$ cat src/rtl/sop_pkg.sv
package sop_pkg;

  // Kind of word currently presented on the bus
  typedef enum logic [1:0] {
    WK_PACK = 2'd0,
    WK_I    = 2'd1,
    WK_Q    = 2'd2,
    WK_GAIN = 2'd3
  } word_kind_e;

  // Index of the final word of one sample for the given format
  function automatic logic [1:0] last_slot(input logic il, input logic ge);
    return 2'(il) + 2'(ge);
  endfunction

  // Which word a slot index holds for the given format
  function automatic word_kind_e slot_kind(input logic [1:0] slot, input logic il);
    if (slot == 2'd0) return il ? WK_I : WK_PACK;
    if (slot == 2'd1 && il) return WK_Q;
    return WK_GAIN;
  endfunction

endpackage

$ cat src/rtl/sop_hold.sv
module sop_hold #(
  parameter int DW = 16
) (
  input  logic          clk,
  input  logic          rst_n,
  input  logic          load_i,
  input  logic          take_i,
  input  logic [DW-1:0] din_i,
  input  logic [DW-1:0] din_q,
  input  logic [DW-1:0] din_g,
  output logic          pend_o,
  output logic          ovf_o,
  output logic [DW-1:0] held_i,
  output logic [DW-1:0] held_q,
  output logic [DW-1:0] held_g
);

  // An arrival overwrites a sample the sequencer is not taking this cycle
  logic clobber_w;
  assign clobber_w = load_i && pend_o && !take_i;

  always_ff @(posedge clk or negedge rst_n) begin
    if (!rst_n) begin
      pend_o <= 1'b0;
      ovf_o  <= 1'b0;
      held_i <= '0;
      held_q <= '0;
      held_g <= '0;
    end else begin
      if (load_i) begin
        pend_o <= 1'b1;
        held_i <= din_i;
        held_q <= din_q;
        held_g <= din_g;
      end else if (take_i) begin
        pend_o <= 1'b0;
      end
      if (clobber_w) ovf_o <= 1'b1;
    end
  end

endmodule

$ cat src/rtl/sop_prio.sv
module sop_prio #(
  parameter int NCH = 6,
  parameter int CHW = $clog2(NCH)
) (
  input  logic [NCH-1:0] pend_i,
  output logic           any_o,
  output logic [CHW-1:0] pick_o
);

  // Scan from the lowest priority upward so the lowest index wins
  always_comb begin
    pick_o = '0;
    for (int c = NCH - 1; c >= 0; c--) begin
      if (pend_i[c]) pick_o = CHW'(c);
    end
  end

  assign any_o = |pend_i;

endmodule

$ cat src/rtl/sop_seq.sv
module sop_seq
  import sop_pkg::*;
#(
  parameter int NCH = 6,
  parameter int DW  = 16,
  parameter int CHW = $clog2(NCH)
) (
  input  logic              clk,
  input  logic              rst_n,
  input  logic              ack_i,
  input  logic              any_i,
  input  logic [CHW-1:0]    pick_i,
  input  logic [NCH*DW-1:0] held_i,
  input  logic [NCH*DW-1:0] held_q,
  input  logic [NCH*DW-1:0] held_g,
  input  logic              il_i,
  input  logic              ge_i,
  output logic              start_o,
  output logic              busy_o,
  output logic [DW-1:0]     data_o,
  output logic              iq_o,
  output logic              gain_o,
  output logic [CHW-1:0]    chan_o
);

  localparam int HW = DW / 2;

  logic           busy_q;
  logic [1:0]     slot_q;
  logic [1:0]     last_q;
  logic           il_q;
  logic [CHW-1:0] chan_q;
  logic [DW-1:0]  cur_i, cur_q, cur_g;
  logic           at_last_w;
  word_kind_e     kind_w;

  assign at_last_w = (slot_q == last_q);
  // A new sample may begin when the port is empty or its final word leaves
  assign start_o   = ack_i && any_i && (!busy_q || at_last_w);
  assign busy_o    = busy_q;

  always_ff @(posedge clk or negedge rst_n) begin
    if (!rst_n) begin
      busy_q <= 1'b0;
      slot_q <= '0;
      last_q <= '0;
      il_q   <= 1'b0;
      chan_q <= '0;
      cur_i  <= '0;
      cur_q  <= '0;
      cur_g  <= '0;
    end else if (start_o) begin
      busy_q <= 1'b1;
      slot_q <= '0;
      last_q <= last_slot(il_i, ge_i);
      il_q   <= il_i;
      chan_q <= pick_i;
      cur_i  <= held_i[pick_i*DW +: DW];
      cur_q  <= held_q[pick_i*DW +: DW];
      cur_g  <= held_g[pick_i*DW +: DW];
    end else if (ack_i && busy_q) begin
      if (at_last_w) busy_q <= 1'b0;
      else           slot_q <= slot_q + 2'd1;
    end
  end

  assign kind_w = slot_kind(slot_q, il_q);

  always_comb begin
    data_o = '0;
    iq_o   = 1'b0;
    gain_o = 1'b0;
    chan_o = '0;
    if (busy_q) begin
      chan_o = chan_q;
      unique case (kind_w)
        WK_PACK: begin
          data_o = {cur_i[DW-1 -: HW], cur_q[DW-1 -: HW]};
          iq_o   = 1'b1;
        end
        WK_I: begin
          data_o = cur_i;
          iq_o   = 1'b1;
        end
        WK_Q:    data_o = cur_q;
        WK_GAIN: begin
          data_o = cur_g;
          gain_o = 1'b1;
        end
        default: data_o = '0;
      endcase
    end
  end

endmodule

$ cat src/rtl/sample_out_port.sv
module sample_out_port #(
  parameter  int NCH = 6,
  parameter  int DW  = 16,
  localparam int CHW = $clog2(NCH)
) (
  input  logic              pclk,
  input  logic              rst_n,
  input  logic              ack_in,
  input  logic              interleave_en,
  input  logic              gain_en,
  input  logic [NCH-1:0]    smp_vld,
  input  logic [NCH*DW-1:0] smp_i,
  input  logic [NCH*DW-1:0] smp_q,
  input  logic [NCH*DW-1:0] smp_gain,
  output logic              req_out,
  output logic [DW-1:0]     port_data,
  output logic              iq_flag,
  output logic              gain_flag,
  output logic [CHW-1:0]    src_chan,
  output logic [NCH-1:0]    ovf_flags
);

  // Named internal events, also observed by the checker
  logic              start_w;
  logic              busy_w;
  logic              any_w;
  logic [CHW-1:0]    pick_w;
  logic [NCH-1:0]    pend_w;
  logic [NCH-1:0]    take_w;
  logic [NCH*DW-1:0] held_i_w, held_q_w, held_g_w;

  for (genvar c = 0; c < NCH; c++) begin : g_src
    assign take_w[c] = start_w && (pick_w == CHW'(c));

    sop_hold #(.DW(DW)) u_hold (
      .clk    (pclk),
      .rst_n  (rst_n),
      .load_i (smp_vld[c]),
      .take_i (take_w[c]),
      .din_i  (smp_i[c*DW +: DW]),
      .din_q  (smp_q[c*DW +: DW]),
      .din_g  (smp_gain[c*DW +: DW]),
      .pend_o (pend_w[c]),
      .ovf_o  (ovf_flags[c]),
      .held_i (held_i_w[c*DW +: DW]),
      .held_q (held_q_w[c*DW +: DW]),
      .held_g (held_g_w[c*DW +: DW])
    );
  end

  sop_prio #(.NCH(NCH), .CHW(CHW)) u_prio (
    .pend_i (pend_w),
    .any_o  (any_w),
    .pick_o (pick_w)
  );

  sop_seq #(.NCH(NCH), .DW(DW), .CHW(CHW)) u_seq (
    .clk     (pclk),
    .rst_n   (rst_n),
    .ack_i   (ack_in),
    .any_i   (any_w),
    .pick_i  (pick_w),
    .held_i  (held_i_w),
    .held_q  (held_q_w),
    .held_g  (held_g_w),
    .il_i    (interleave_en),
    .ge_i    (gain_en),
    .start_o (start_w),
    .busy_o  (busy_w),
    .data_o  (port_data),
    .iq_o    (iq_flag),
    .gain_o  (gain_flag),
    .chan_o  (src_chan)
  );

  assign req_out = busy_w || any_w;

endmodule

$ cat config.mk
export PLATFORM = sky130hd
export DESIGN_NAME = sample_out_port
export DESIGN_NICKNAME = d
export VERILOG_FILES = /design/src/rtl/sop_pkg.sv /design/src/rtl/sop_hold.sv /design/src/rtl/sop_prio.sv /design/src/rtl/sop_seq.sv /design/src/rtl/sample_out_port.sv
export SDC_FILE = /design/constraint.sdc
export NUM_CORES = 1
export LEC_CHECK = 0
export BUFFER_PORTS_ARGS = -buffer_cell sky130_fd_sc_hd__clkbuf_2
export CAP_MARGIN = 25
export CORE_MARGIN = 4
export CORE_UTILIZATION = 59
export CTS_CLUSTER_DIAMETER = 150
export DETAILED_ROUTE_END_ITERATION = 8
export PLACE_DENSITY = 0.94
export SKIP_CTS_REPAIR_TIMING = 1
export SLEW_MARGIN = 25
export SYNTH_ARGS = -nofsm -noshare
export SYNTH_HDL_FRONTEND = slang
export SYNTH_SLANG_ARGS = --single-unit
$ cat constraint.sdc
create_clock -name pclk -period 4.1 [get_ports pclk]
set_clock_uncertainty 0.05 [all_clocks]
set_input_delay 0.82 -clock pclk [delete_from_list [all_inputs] [get_ports pclk]]
set_output_delay 0.82 -clock pclk [all_outputs]
set_load 0.03 [all_outputs]
== Yosys cells after proc, flatten, opt, wreduce, memory -nomap -nowiden ==
Cells that the tools add are included.
Operators by class
  equal/unequal tests: 11
  div/mod/pow operators: 0
  shift operators: 3
  multiply operators: 0
  multiplexer cells: 39
  order comparisons: 0
  bitwise logic cells: 0
  $add $sub $neg: 2
  reductions and logical operators: 46
Operators by type and width (count)
  $shiftx A96 B8 Y16: 3
  $pmux W16 S4: 1
  $mux W1: 23
  $logic_and A1 B1 Y1: 22
  $mux W3: 7
  $mux W16: 1
  $reduce_bool A2 Y1: 8
  $mux W2: 7
  $logic_not A1 Y1: 7
  $eq A3 B2 Y1 const B: 2
  $eq A3 B3 Y1 const B: 2
  $reduce_or A6 Y1: 1
  $eq A2 B1 Y1 const B: 2
  $eq A2 B2 Y1 const B: 2
  $logic_not A2 Y1: 2
  $reduce_and A2 Y1: 2
  $eq A3 B1 Y1 const B: 1
  $logic_not A3 Y1: 1
  $add A1 B1 Y2: 1
  $add A2 B1 Y2 const B: 1
  $eq A2 B2 Y1: 1
  $logic_or A1 B1 Y1: 2
  $ne A2 B2 Y1 const B: 1
  $reduce_or A2 Y1: 1
Word-level totals
  bits in read-only memories: 0
  input bits: 299
  output and inout bits: 28
  register bits after elaboration: 357
  bits in latches: 0
  memories: 0
  RAM bits: 0

== Depth between registers and ports, before layout ==
  depth after elaboration: 10
  depth in mapped cells: 8

== By module ==
From an unflattened synthesis, not the netlist that was laid out.
Second synthesis, totals
  cell total of the unflattened synthesis: 1141
  area, all modules: 17953.5 µm²
Modules (own cells, without submodules)
  sop_hold: cells each 107, instances 6, area each 2103.3 µm²
  sop_seq: cells each 482, instances 1, area each 5200.0 µm²
  sample_out_port: cells each 7, instances 1, area each 81.3 µm²
  sop_prio: cells each 10, instances 1, area each 52.6 µm²

== Least setup slack after synthesis ==
No wires, ideal clock.
  path type: register to output
  start point: register u_seq.slot_q[0]
  end point: output port_data[12]
  stages on the path, launching flop included: 7
  path buffers: 1
  data arrival time: 1.933 ns
  slack: 1.297 ns
  cells stage by stage: dfrtp_1 inv_1 ha_1 inv_2 clkbuf_1 nor2_1 a311oi_1
Between the ends
  word-level cells in the longest chain between the ends: 9
RTL lines
  from (decl): line sop_seq.sv:29  | logic [1:0] slot_q;
  from (signal assigned): line sop_seq.sv:63  | else slot_q <= slot_q + 2'd1;
  $eq A2 B1 Y1: line sop_pkg.sv:19  | if (slot == 2'd1 && il) return WK_Q;
  $logic_and A1 B1 Y1: line sop_pkg.sv:19
  $mux W1 (2 in a row): line sop_pkg.sv:19
  $mux W2: line sop_pkg.sv:20  | return WK_GAIN;
  $mux W2 *: line sop_pkg.sv:19
  $eq A2 B2 Y1 (tied with other cells): line sop_seq.sv:76  | unique case (kind_w)
  $pmux W16 S4 *: line sop_seq.sv:76
  $mux W16 *: line sop_seq.sv:74  | if (busy_q) begin
  to (decl): line sample_out_port.sv:16  | output logic [DW-1:0] port_data,
Every way passes the cells marked *; elsewhere a longest branch is shown, timed or not. The select of a mux whose other input is x is not followed.

== Worst setup path after layout ==
  start point: register g_src[3].u_hold.pend_o
  end point: output req_out
Between the ends
  word-level cells in the longest chain between the ends: 2
RTL lines
  from (decl): line sop_hold.sv:11  | output logic pend_o,
  from (signal assigned): line sop_hold.sv:24  | pend_o <= 1'b0;
  from (signal assigned): line sop_hold.sv:31  | pend_o <= 1'b1;
  from (signal assigned): line sop_hold.sv:36  | pend_o <= 1'b0;
  $reduce_or A6 Y1: line sop_prio.sv:18  | assign any_o = |pend_i;
  $logic_or A1 B1 Y1: line sample_out_port.sv:76  | assign req_out = busy_w || any_w;
  to (decl): line sample_out_port.sv:15  | output logic req_out,
Every way passes these cells.

==> impl_metrics.json <==
{
  "power_density_nw_per_um2": 569,
  "post-route-util_pct": 71.8,
  "hold_violations": 0,
  "max-slew-margin-rel_pct": 31.1,
  "clkLatencyLatePin_ns": 0.52,
  "syn_avg_cell_area_sq_um": 12.8,
  "grt_setup_unrepaired": "false",
  "fillers": 1679,
  "yosysTopAreaCellShare_pct": 56.8,
  "clock_tree.buffer_depth": 3,
  "die_height_um": 171,
  "most-common-layout-cells": "355 x dfrtp_1, 324 x clkbuf_2, 291 x mux2_2, 112 x nand2_1, 96 x a221oi_1",
  "power.leakage_nw": 8.42,
  "startpoint_type": "flip-flop",
  "slew_violations": 0,
  "setup_violations": 0,
  "fin_crit_ns": 3.65,
  "cp.arrival_ns": 2.78,
  "cp_max_fo": 19,
  "finalPower_mw": 10.7,
  "boundaryPins": 327,
  "stdcell_count": 1862,
  "crit_type": "flip-flop to primary output",
  "fin_nets": 1801,
  "timing.setup.tns_ns": 0,
  "viasPerCell": 6.59,
  "die-area_sq_um": 29300,
  "grt_antenna_before_repair": 4,
  "netlist_instances": 1227,
  "fmax_mhz": 274,
  "die_w_um": 171,
  "syn_to_final_growth_pct": 19.2,
  "antenna_left": 0,
  "cts.clk_slew.worst_paths_ns": 0.06,
  "ys_types": 37,
  "hold_path_class": "primary input to asynchronous set/reset pin",
  "layout-drive-gt1-share_pct": 46.5,
  "hold_ws_ns": 0.269,
  "gp_congestion": 1.02,
  "status": "complete, no violations",
  "r2r-start": "g_src[3].u_hold.pend_o$_DFFE_PN0P_",
  "r2r_setup_slack_ns": 1.07,
  "max-vdd-ir-drop_mv": 0.329,
  "core_area_sq_um": 26100,
  "multiInputGateArea_sq_um": 6350,
  "final_common_cell": "dfrtp_1",
  "synthTopCellsByArea": "dfrtp_1 57%, mux2_2 21%, a221oi_1 5.3%, nand2_1 2.7%, o31ai_1 2.3%",
  "clock-sinks": 357,
  "port_buffers": 326,
  "start_util_pct": 60.2,
  "r2r_end": "g_src[4].u_hold.ovf_o$_DFFE_PN0P_",
  "first_pass_iters": 7,
  "cap_violations": 0,
  "cts_root_buffer": "clkbuf_16",
  "cts_tree": "built",
  "grt_pass1_wl_um": 71000,
  "cts_inserted_buffers": 38,
  "ys_seq_elements": 357,
  "min_period_over_period_pct": 89.1,
  "place_inst": 1794,
  "syn_nets": 1529,
  "h-tree-depth": 2,
  "critPathRequiredTime_ns": 3.23,
  "first_iter_violations": 1096,
  "grt_overflow": 0,
  "ff_latch_area_sq_um": 8940,
  "globalRouteTotalUtil_pct": 31.2,
  "reg2reg_depth": 5,
  "endpoint_kind": "primary output",
  "grt_pass1_vias": 12526,
  "wl_per_cell_um": 25.1,
  "dp_hpwl_um": 32800,
  "yosysWarnings": 0,
  "drcViolationCount": 0,
  "rows": 59,
  "num_vias": 12272,
  "finalWirelength_um": 46800,
  "yosysSeqAreaShare_pct": 56.8,
  "syn-cell-area_sq_um": 15700,
  "tightest_slew_ns": 1.03,
  "yosys.area.top_type": "dfrtp_1",
  "grt_max_degree": 97
}
cells by family (layout without fill, tap and decap cells):
group                    after synthesis  in the layout  synth area share (%)
AO/OA/AOI/OAI                        293            293                  14.7
XOR/XNOR                               2              2                 0.111
adder cells (fa/ha/maj)                3              3                 0.239
buffers and inverters                121            419                  3.12
flip-flops                           357            357                  56.8
multiplexers                         291            291                  20.8
other                                  0              2                     0
AND/OR/NAND/NOR                      160            160                  4.25
cell type report:
class                           instances  area share [%]
Sequential cell                       357            47.6
Antenna cell                            2          0.0267
Tap cell                              335            2.23
Clock inverter                          8           0.227
Multi-Input combinational cell        749            33.8
Clock buffer                           58            6.08
Timing Repair Buffer                  349            9.87
Inverter                                4          0.0800
state kept, by name, summed over array words and instances, names as in the netlist:
name and count:
u_seq.busy_o 1, u_seq.il_q 1, u_seq.last_q 2, g_src.u_hold.held_g 96, u_seq.chan_q 3, g_src.u_hold.held_q 96
g_src.u_hold.ovf_o 6, u_seq.cur_q 16, u_seq.slot_q 2, u_seq.cur_g 16, g_src.u_hold.held_i 96, g_src.u_hold.pend_o 6
u_seq.cur_i 16
worst max path at each step:
stage	startpoint	endpoint	slack (ns)	depth (start not counted)
6_report	g_src[3].u_hold.pend_o$_DFFE_PN0P_	req_out	0.45	4
2_1_floorplan	u_seq.slot_q[0]$_DFFE_PN0P_	port_data[12]	1.30	6
4_1_cts	g_src[3].u_hold.pend_o$_DFFE_PN0P_	req_out	0.45	4
5_1_grt	g_src[3].u_hold.pend_o$_DFFE_PN0P_	req_out	0.40	4
3_5_place_dp	g_src[3].u_hold.pend_o$_DFFE_PN0P_	req_out	1.02	4
3_3_place_gp	g_src[3].u_hold.pend_o$_DFFE_PN0P_	req_out	1.07	4
synth_stat cells (all sizes together):
cell / n
o21bai: 1
o22ai: 8
nand2: 112
nor4: 3
a32o: 1
o221ai: 8
a31o: 5
a221oi: 96
nor2b: 3
nand3: 8
or3: 2
nand3b: 1
clkbuf: 82
nor2: 19
nand2b: 5
o21ai: 5
dfrtp: 357
o31ai: 49
ha: 3
or2: 1
inv: 4
xnor2: 2
and2: 3
a311oi: 8
mux2: 291
o211ai: 48
a21oi: 11
nor4b: 1
or4: 2
a21o: 5
a22oi: 48
buf: 35
power by group:
| group | total (mW) | internal, mW | switching (mW) |
|---|---|---|---|
| clock network | 3.27 | 1.91 | 1.36 |
| logic | 2.88 | 1.07 | 1.80 |
| registers | 4.53 | 4.08 | 0.446 |
per-stage QoR:
stage / setup WS, ns / instance area [sq um]
4_1_cts: 0.453 / 18800
3_3_place_gp: 1.07 / 17600
5_1_grt: 0.397 / 18800
3_5_place_dp: 1.02 / 17600
2_1_floorplan: 1.30 / 15700
6_report: 0.445 / 18800
layer usage:
layer,up-vias,part of all wire [%],track usage [%]
met3,199,8.4,7.01
met1,6091,39,42.5
li1,5195,-,-
met2,783,47,48.3
met5,-,0.058,0
met4,4,5.6,14.7
worst max-delay path: stages, from the launching register on:
cell and delay, ns:
dfrtp_1 0.48, or4_2 0.97, or3_1 0.44, nand2b_1 0.17
clkbuf_2 0.20
(Power assumes the default switching activity.)
